$ cat src/rtl/tx_serial_pkg.sv
package tx_serial_pkg;
  localparam int unsigned ADDR_FMT  = 0;
  localparam int unsigned ADDR_CTL  = 1;
  localparam int unsigned ADDR_DAT  = 2;
  localparam int unsigned ADDR_STAT = 3;

  typedef struct packed {
    logic par_odd;
    logic par_en;
    logic wide;
  } fmt_t;

  typedef struct packed {
    logic tx_ie;
    logic done_ie;
    logic rx_ie;
    logic idle_ie;
    logic tx_en;
    logic rx_en;
    logic wake;
    logic brk;
  } ctl_t;
endpackage

$ cat src/rtl/tx_serial_regs.sv
module tx_serial_regs
  import tx_serial_pkg::*;
#(
  parameter int REG_W  = 8,
  parameter int ADDR_W = 2
) (
  input  logic              clk,
  input  logic              rst,
  input  logic [ADDR_W-1:0] addr,
  input  logic              wr,
  input  logic [REG_W-1:0]  wdata,
  output logic [REG_W-1:0]  rdata,
  input  logic              bit9_in,
  input  logic              load,
  input  logic              frame_end,
  output fmt_t              fmt,
  output ctl_t              ctl,
  output logic [REG_W:0]    hold,
  output logic              hold_full,
  output logic              st_empty,
  output logic              st_done,
  output logic              irq
);
  logic wr_fmt, wr_ctl, wr_dat;

  assign wr_fmt = wr && (addr == ADDR_W'(ADDR_FMT));
  assign wr_ctl = wr && (addr == ADDR_W'(ADDR_CTL));
  assign wr_dat = wr && (addr == ADDR_W'(ADDR_DAT));

  always_ff @(posedge clk) begin
    if (rst) begin
      fmt       <= '0;
      ctl       <= '0;
      hold      <= '0;
      hold_full <= 1'b0;
      st_empty  <= 1'b1;
      st_done   <= 1'b1;
    end else begin
      if (wr_fmt) fmt <= fmt_t'(wdata[2:0]);
      if (wr_ctl) ctl <= ctl_t'(wdata[7:0]);
      if (wr_dat) hold <= {bit9_in, wdata};
      hold_full <= wr_dat | (hold_full & ~load);
      if (wr_dat)    st_empty <= 1'b0;
      else if (load) st_empty <= 1'b1;
      if (wr_dat) st_done <= 1'b0;
      else if (frame_end && !hold_full && !ctl.brk) st_done <= 1'b1;
    end
  end

  always_comb begin
    rdata = '0;
    case (addr)
      ADDR_W'(ADDR_FMT): rdata[2:0] = fmt;
      ADDR_W'(ADDR_CTL): rdata[7:0] = ctl;
      ADDR_W'(ADDR_DAT): rdata      = hold[REG_W-1:0];
      ADDR_W'(ADDR_STAT): begin
        rdata[REG_W-1] = st_empty;
        rdata[REG_W-2] = st_done;
      end
      default: rdata = '0;
    endcase
  end

  assign irq = (ctl.tx_ie & st_empty) | (ctl.done_ie & st_done);
endmodule

$ cat src/rtl/tx_serial_framer.sv
module tx_serial_framer
  import tx_serial_pkg::*;
#(
  parameter int REG_W = 8,
  localparam int FW = REG_W + 3,
  localparam int LW = $clog2(FW + 1)
) (
  input  fmt_t           fmt,
  input  logic [REG_W:0] data,
  output logic [FW-1:0]  frame,
  output logic [LW-1:0]  len
);
  logic [REG_W:0] payload;
  logic           par;
  int unsigned    pos;

  always_comb begin
    payload = fmt.wide ? data : {1'b1, data[REG_W-1:0]};
    pos     = fmt.wide ? REG_W : REG_W - 1;
    par     = fmt.par_odd;
    for (int i = 0; i < REG_W; i++) begin
      if (i < pos) par = par ^ data[i];
    end
    if (fmt.par_en) payload[pos] = par;
    frame = {1'b1, payload, 1'b0};
    len   = fmt.wide ? LW'(FW) : LW'(FW - 1);
  end
endmodule

$ cat src/rtl/tx_serial_shifter.sv
module tx_serial_shifter #(
  parameter int REG_W = 8,
  localparam int FW = REG_W + 3,
  localparam int LW = $clog2(FW + 1)
) (
  input  logic          clk,
  input  logic          rst,
  input  logic          tick,
  input  logic          tx_en,
  input  logic          brk,
  input  logic          hold_full,
  input  logic [FW-1:0] frame,
  input  logic [LW-1:0] len,
  output logic          load,
  output logic          frame_end,
  output logic          busy,
  output logic          line
);
  logic [FW-1:0] sh;
  logic [LW-1:0] cnt;
  logic          start_brk;

  assign load      = !busy && tx_en && hold_full;
  assign start_brk = !busy && tx_en && brk && !hold_full;
  assign frame_end = busy && tick && (cnt == LW'(1));
  assign line      = busy ? sh[0] : 1'b1;

  always_ff @(posedge clk) begin
    if (rst) begin
      busy <= 1'b0;
      sh   <= '1;
      cnt  <= '0;
    end else if (load) begin
      busy <= 1'b1;
      sh   <= frame;
      cnt  <= len;
    end else if (start_brk) begin
      busy <= 1'b1;
      sh   <= '0;
      cnt  <= len;
    end else if (busy && tick) begin
      sh  <= {1'b1, sh[FW-1:1]};
      cnt <= cnt - LW'(1);
      if (cnt == LW'(1)) busy <= 1'b0;
    end
  end
endmodule

$ cat src/rtl/tx_serial_top.sv
module tx_serial_top
  import tx_serial_pkg::*;
#(
  parameter int REG_W  = 8,
  parameter int ADDR_W = 2,
  localparam int FW = REG_W + 3,
  localparam int LW = $clog2(FW + 1)
) (
  input  logic              clk,
  input  logic              rst,
  input  logic [ADDR_W-1:0] reg_addr,
  input  logic              reg_wr,
  input  logic [REG_W-1:0]  reg_wdata,
  output logic [REG_W-1:0]  reg_rdata,
  input  logic              bit9_in,
  input  logic              baud_tick,
  output logic              tx_line,
  output logic              irq
);
  fmt_t           fmt;
  ctl_t           ctl;
  logic [REG_W:0] hold;
  logic           hold_full, st_empty, st_done;
  logic           sh_load, sh_end, sh_busy;
  logic [FW-1:0]  frame;
  logic [LW-1:0]  len;

  tx_serial_regs #(.REG_W(REG_W), .ADDR_W(ADDR_W)) u_regs (
    .clk(clk), .rst(rst), .addr(reg_addr), .wr(reg_wr), .wdata(reg_wdata),
    .rdata(reg_rdata), .bit9_in(bit9_in), .load(sh_load), .frame_end(sh_end),
    .fmt(fmt), .ctl(ctl), .hold(hold), .hold_full(hold_full),
    .st_empty(st_empty), .st_done(st_done), .irq(irq)
  );

  tx_serial_framer #(.REG_W(REG_W)) u_framer (
    .fmt(fmt), .data(hold), .frame(frame), .len(len)
  );

  tx_serial_shifter #(.REG_W(REG_W)) u_shift (
    .clk(clk), .rst(rst), .tick(baud_tick), .tx_en(ctl.tx_en), .brk(ctl.brk),
    .hold_full(hold_full), .frame(frame), .len(len), .load(sh_load),
    .frame_end(sh_end), .busy(sh_busy), .line(tx_line)
  );
endmodule

$ cat config.mk
export PLATFORM = sky130hd
export DESIGN_NAME = tx_serial_top
export DESIGN_NICKNAME = d
export VERILOG_FILES = /design/src/rtl/tx_serial_pkg.sv /design/src/rtl/tx_serial_regs.sv /design/src/rtl/tx_serial_framer.sv /design/src/rtl/tx_serial_shifter.sv /design/src/rtl/tx_serial_top.sv
export SDC_FILE = /design/constraint.sdc
export NUM_CORES = 1
export LEC_CHECK = 0
export BUFFER_PORTS_ARGS = -buffer_cell sky130_fd_sc_hd__buf_2
export CORE_MARGIN = 2
export CORE_UTILIZATION = 35
export CTS_CLUSTER_SIZE = 12
export DETAILED_ROUTE_END_ITERATION = 6
export PLACE_DENSITY = 0.53
export SYNTH_ARGS = -nofsm -noshare
export SYNTH_HDL_FRONTEND = slang
export SYNTH_SLANG_ARGS = --single-unit
$ cat constraint.sdc
create_clock -name clk -period 1.98 [get_ports clk]
set_clock_uncertainty 0.1 [all_clocks]
set_input_delay 0 -clock clk [delete_from_list [all_inputs] [get_ports clk]]
set_output_delay 0 -clock clk [all_outputs]
set_load 0.05 [all_outputs]
# [After elaboration in Yosys (flattened, before gate mapping)]
# Cells that the tools add are included.
[classes] n_addsub=1 multipliers=0 n_div=0 magnitude_cmp=10 eq_ne=4 n_shift=0 mux=33 bitwise_logic=14 reduce_logical=23
[ops] cell="< comparator 3 x 32 -> 1 bit, first input constant" n=4
[ops] cell="< comparator 1 x 32 -> 1 bit, first input constant" n=2
[ops] cell="< comparator 2 x 32 -> 1 bit, first input constant" n=2
[ops] cell=">= comparator 32 x 1 -> 1 bit, second input constant" n=1
[ops] cell="< comparator 32 x 5 -> 1 bit, second input constant" n=1
[ops] cell="two-way mux 11 bit" n=2
[ops] cell="two-way mux 1 bit" n=19
[ops] cell="two-way mux 9 bit" n=2
[ops] cell="two-way mux 4 bit" n=4
[ops] cell="logical AND 1 bit" n=12
[ops] cell="two-way mux 10 bit" n=1
[ops] cell="bitwise mux 9 bit" n=1
[ops] cell="case mux 3 bit (3 select lines)" n=1
[ops] cell="bitwise XOR 1 bit" n=8
[ops] cell="case mux 2 bit (3 select lines)" n=1
[ops] cell="case mux 3 bit (2 select lines)" n=1
[ops] cell="nonzero test 2 bit" n=3
[ops] cell="nonzero test 3 bit" n=2
[ops] cell="demux 1 bit (select 4 bit)" n=1
[ops] cell="== test 2 bit, second input constant" n=2
[ops] cell="== test 4 x 1 -> 1 bit, second input constant" n=1
[ops] cell="subtractor 4 x 1 -> 4 bit, second input constant" n=1
[ops] cell="bitwise AND 1 bit" n=3
[ops] cell="logical NOT 1 bit" n=3
[ops] cell="other kinds (6)" n=7
[word_totals] reg_bits=39 latchBits=0 ramBits=0 romBits=0 out_inout_bits=10 wordCells=104 n_memories=0

# [Logic depth before layout (Yosys ltp)]
[depth] depth_word=20 mapped_depth=7

# [By module]
# Synthesis repeated with hierarchy kept, for this count alone.
[unflattened] cells_unflattened=259 area_unflattened_um2=2374.8
[by_module_without_submodules] module="tx_serial_regs" n_inst=1 cells_per_inst=126 area_per_inst_um2=1187.4 seq_area_each_um2=460.4
[by_module_without_submodules] module="tx_serial_shifter" n_inst=1 cells_per_inst=104 area_per_inst_um2=963.4 seq_area_each_um2=320.3
[by_module_without_submodules] module="tx_serial_framer" n_inst=1 cells_per_inst=29 area_per_inst_um2=224.0 seq_area_each_um2=0.0

# [Worst setup path before layout]
# No wires, ideal clock.
[synth_timing] path_kind="input to output" start="input reg_addr[1]" end="output reg_rdata[1]" arrival_time_ps=1484 t_required_ps=1880 setup_slack_ps=396 path_stages=6 path_cell_list="inv_1 -> ha_1 -> clkbuf_1 -> clkbuf_1 -> a222oi_1 -> nor2_1"
[synth_between] elab_chain_cells=2 elab_cells_between_ends=4
[synth_rtl] item="start, declared" line="tx_serial_top.sv:11" rtl="input logic [ADDR_W-1:0] reg_addr,"
[synth_rtl] item="== test 2 bit, or another cell as far along" line="tx_serial_regs.sv:52" rtl="case (addr)"
[synth_rtl] item="case mux 3 bit (3 select lines) *" line="tx_serial_regs.sv:52"
[synth_rtl] item="end, declared" line="tx_serial_top.sv:14" rtl="output logic [REG_W-1:0] reg_rdata,"
# Mark *: on every way between the ends. The rest lies on a longest branch, timed or not.

# [Final worst setup path]
[layout_timing] start="register u_shift.busy" end="register u_shift.busy"
[layout_between] elab_chain_cells=6 elab_cells_between_ends=11
[layout_rtl] item="start, declared" line="tx_serial_shifter.sv:16" rtl="output logic busy,"
[layout_rtl] item="start signal, assigned" line="tx_serial_shifter.sv:30" rtl="busy <= 1'b0;"
[layout_rtl] item="start signal, assigned" line="tx_serial_shifter.sv:34" rtl="busy <= 1'b1;"
[layout_rtl] item="start signal, assigned" line="tx_serial_shifter.sv:38" rtl="busy <= 1'b1;"
[layout_rtl] item="logical NOT 1 bit" line="tx_serial_shifter.sv:23, tx_serial_shifter.sv:24"
[layout_rtl] item="logical AND 1 bit" line="tx_serial_shifter.sv:23, tx_serial_shifter.sv:24"
[layout_rtl] item="logical AND 1 bit (2 in a row)" line="tx_serial_shifter.sv:24" rtl="assign start_brk = !busy && tx_en && brk && !hold_full;"
[layout_rtl] item="nonzero test 3 bit (no source line) or two-way mux 1 bit (tied branches)"
[layout_rtl] item="AND reduction 2 bit (no source line) or two-way mux 1 bit (tied branches)"
# Parallel ways exist; a longest one is shown, timed or not.
# A chain may end at the register's enable or synchronous reset.

==> results.md <==
- The flow ran to the end, and the final reports show no timing, DRC or antenna violations.
- TritonCTS built the clock tree.
- Counting I/O delays and the setup requirement, the final critical path takes between 1.5 and 2 ns.
- The largest total area in the synthesized netlist belongs to sky130_fd_sc_hd__dfxtp_1.
- In this run, post-CTS hold repair placed 9 buffers.
- The Yosys step of the flow raised 0 warnings.
- The kind of launch point of the worst setup path is a flip-flop.
- The CTS root buffer is sky130_fd_sc_hd__clkbuf_8.
- Along the worst path, the maximum fanout reaches 16.
- The total clock buffers created by CTS is 5.
- The number of cells produced by synthesis is approximately 230.
- The data required time of the critical path is around 2.0 ns.
- The number of failing setup endpoints in the final timing report is 0.
- After global routing the overflow that remains totals 0.
- The setup slack at placement is between 0.2 and 0.25 ns.
- In this run the count of I/O pins placed on the die edge is 25.
- The number of distinct library cells after synthesis is 32.
- The maximum number of buffers from clock root to sink is 2.
- The synthesized area per cell is slightly above 8 um2.
- The setup fix buffers added after clock tree synthesis is 0.
- The total half-perimeter wirelength after legalization and detailed placement is 3.07 mm.
- The number of H-tree levels is 2.
- The die covers 0.00594 mm2.
- The routed length per placed instance is around 14 um.
- For the final routed database, the setup TNS stands at 0 ns.
- In the final design database the tool counted 279 nets.
- In this run the top signal layer used is met4.
- Max-cap violations in this run came to 0.
- The worst relative slew slack is between 50% and 60%.
- The initial cell density of the core is a little over a third.
- The post-synth design cell area is between 0.0015 and 0.002 mm2.
- Across the VDD grid, the largest voltage drop is around 0.39 mV.
- In the layout the commonest cells are 43 x sky130_fd_sc_hd__nand2_1, 39 x sky130_fd_sc_hd__dfxtp_1, 28 x sky130_fd_sc_hd__a21oi_1, 24 x sky130_fd_sc_hd__buf_2, 12 x sky130_fd_sc_hd__nand3_1.
- The detail route stage leaves a number of antenna-violating nets equal to 0.
- The post-synthesis register bit count is 39.
- For the pin with the worst max-slew slack, the measured transition is between 0.6 and 0.7 ns.
- In the global route stage, overall resource usage came out at roughly 17%.
- The hold violation count in the final report was 0.
- The quantity of I/O buffers inserted on ports is 24.
- The core region is about 0.0051 mm2.
- The setup path with the least slack is of type flip-flop to flip-flop.
- The site row count is 26.
- Relative to the synthesized area, the layout overhead comes to 19.9%.
- Ranked by total cell area, the synthesized netlist is headed by sky130_fd_sc_hd__dfxtp_1 42%, sky130_fd_sc_hd__nand2_1 8.6%, sky130_fd_sc_hd__a21oi_1 7.5%.
- Setup repair after global routing left no endpoint under its margin.
- Across all layers, the routed design uses around 1700 vias.
- The first routing iteration left 137 violations.
- The library cell used most frequently in the layout, excluding fill and tap cells, is sky130_fd_sc_hd__nand2_1.
- Across the whole layout, storage elements account for 781 um2.
- Clock tree synthesis found a total of 39 sinks.
- The final max-slew violation count is 0.
- The routed design has 4.61 mm of wire.
- The number of iterations in the first detailed-routing pass is 5.
- The number of global-route vias before repair is between 1500 and 2000.
- The leakage power total is 0.000869 uW.
- The total length of routed met3 wires is approximately 260 um.
- The post-synth net total is approximately 250.
- Counting the fill cells in the layout gives 540.
- The detailed router put a total of approximately 2.3 mm of wire on met1.
- The share of the clock period used by the worst path after layout is between 80% and 90%.
- The first global-routing pass estimated roughly 7.9 mm of wire.
- The number of DRC violations after detailed routing is 0.
- The synthesized design devotes to its leading area cell type 41.8% of total area.
- The maximum frequency from static timing analysis is about 560 MHz.
- The count of inserted antenna diode cells is 0.
- In the routed layout, each cell is associated on average with a via count of 5.06.
- The register area share after synthesis is between 40% and 50%.
- Entering global routing, the biggest net connects 40 pins.
- The kind of end point of the critical path is a flip-flop.
- The die span in x is 77.1 um.
- The congestion estimate from routability-driven global placement came to between 0.7 and 0.8.
- The total chip power is about 1600 uW.
- Clock-pin slew was measured on the worst setup and hold paths at approximately 0.08 ns.
- The die is a little under 80 um tall.
- In this run the worst hold path is classified as input pin to flip-flop.
- The power per unit of standard cell area is roughly 700 mW/mm2.
- The total met2 wirelength after detailed routing is between 1.5 and 2 mm.
- The share of final-layout standard cells stronger than drive strength 1 is roughly 17%.
- The worst-skew pair later-pin latency is between 0.2 and 0.3 ns.
- The area of combinational cells with multiple inputs is 0.00102 mm2.
- The initial antenna violation count is 0.
- The worst path setup slack after routing is slightly above 0.2 ns.
- Post-CTS repair changed the size of 0 cells.
- For the worst setup path, the data arrival time is approximately 1.8 ns.
[where the power goes]
part	switching [uW]	total (uW)	leakage (uW)	internal, uW
logic	109	186	0.000502	77.8
registers	19.6	824	0.000317	804
clock network	282	599	0.0000505	317
[synthesized netlist by cell type]
cell and count:
sky130_fd_sc_hd__a211o_1 1, sky130_fd_sc_hd__a211o_2 1, sky130_fd_sc_hd__a211oi_1 1, sky130_fd_sc_hd__a21oi_1 28, sky130_fd_sc_hd__a222oi_1 5, sky130_fd_sc_hd__a22o_1 1, sky130_fd_sc_hd__a22oi_1 3, sky130_fd_sc_hd__a2bb2oi_1 7
sky130_fd_sc_hd__a31oi_1 1, sky130_fd_sc_hd__and2_1 2, sky130_fd_sc_hd__clkbuf_1 12, sky130_fd_sc_hd__dfxtp_1 39, sky130_fd_sc_hd__ha_1 8, sky130_fd_sc_hd__inv_1 5, sky130_fd_sc_hd__mux2_2 2, sky130_fd_sc_hd__mux2i_1 1
sky130_fd_sc_hd__nand2_1 43, sky130_fd_sc_hd__nand2b_1 3, sky130_fd_sc_hd__nand3_1 12, sky130_fd_sc_hd__nor2_1 11, sky130_fd_sc_hd__nor2b_1 6, sky130_fd_sc_hd__nor3_1 1, sky130_fd_sc_hd__nor4_1 1, sky130_fd_sc_hd__nor4b_1 1
sky130_fd_sc_hd__o21ai_0 9, sky130_fd_sc_hd__o21ai_1 1, sky130_fd_sc_hd__o21bai_1 2, sky130_fd_sc_hd__or2_2 7, sky130_fd_sc_hd__or3_1 1, sky130_fd_sc_hd__xnor2_1 9, sky130_fd_sc_hd__xnor3_1 1, sky130_fd_sc_hd__xor2_1 1
[per-layer routing]
| layer | GRT usage (%) | vias up |
|---|---|---|
| li1 | - | 842 |
| met1 | 22.9 | 763 |
| met2 | 25.3 | 38 |
| met3 | 4.47 | 10 |
| met4 | 6.07 | 0 |
| met5 | 0 | - |
[flip-flops by register name, summed over array words and instances (netlist names)]
| register | cells |
|---|---|
| u_regs.ctl | 8 |
| u_regs.fmt | 3 |
| u_regs.hold | 9 |
| u_regs.hold_full | 1 |
| u_regs.st_done | 1 |
| u_regs.st_empty | 1 |
| u_shift.busy | 1 |
| u_shift.cnt | 4 |
| u_shift.sh | 11 |
[cells by family (layout without fill, tap and decap cells)]
logic type | after synthesis | in the layout | synth area share (%)
flops | 39 | 39 | 41.8
xor+xnor | 11 | 11 | 5.89
fa+ha+maj | 8 | 8 | 5.35
buf+inv | 17 | 48 | 3.41
mux | 3 | 3 | 1.74
compound gates | 60 | 60 | 20.3
simple gates | 88 | 88 | 21.5
[final timing paths]
kind / from / end / slack [ns] / cells past startpoint
max reg2reg: u_shift.busy$_SDFFE_PP0P_ / u_shift.busy$_SDFFE_PP0P_ / 0.20 / 4
min reg2reg: u_regs.ctl[4]$_SDFFE_PP0P_ / u_regs.ctl[4]$_SDFFE_PP0P_ / 0.36 / 2
max: u_shift.busy$_SDFFE_PP0P_ / u_shift.busy$_SDFFE_PP0P_ / 0.20 / 4
min: baud_tick / u_shift.sh[10]$_SDFFE_PP1P_ / 0.02 / 4
[metrics by stage]
stage                     std cells  instance area [um2]  utilization (%)  hold slack [ns]
after global placement          310                 2050             39.8            0.144
after detailed placement        310                 2050             39.8            0.152
after floorplan                 226                 1870                -          0.00365
after global routing            327                 2240             43.6           0.0228
final                           327                 2240             43.6           0.0220
after CTS                       327                 2240             43.6           0.0102
[worst max-delay path, stage by stage (launching register included)]
cell	delay (ns)
sky130_fd_sc_hd__dfxtp_1	0.42
sky130_fd_sc_hd__nand2_1	0.37
sky130_fd_sc_hd__nor4b_1	0.53
sky130_fd_sc_hd__nand2b_1	0.16
sky130_fd_sc_hd__a21oi_1	0.06
[final cells by class]
cell class,count,area share [%]
inverter,5,0.838
tap,70,3.91
clock buffer,7,4.30
clock inverter,1,0.335
multi-input combinational,170,45.7
timing repair buffer,35,10.1
sequential,39,34.8
Power figures use the tool's default switching activity.
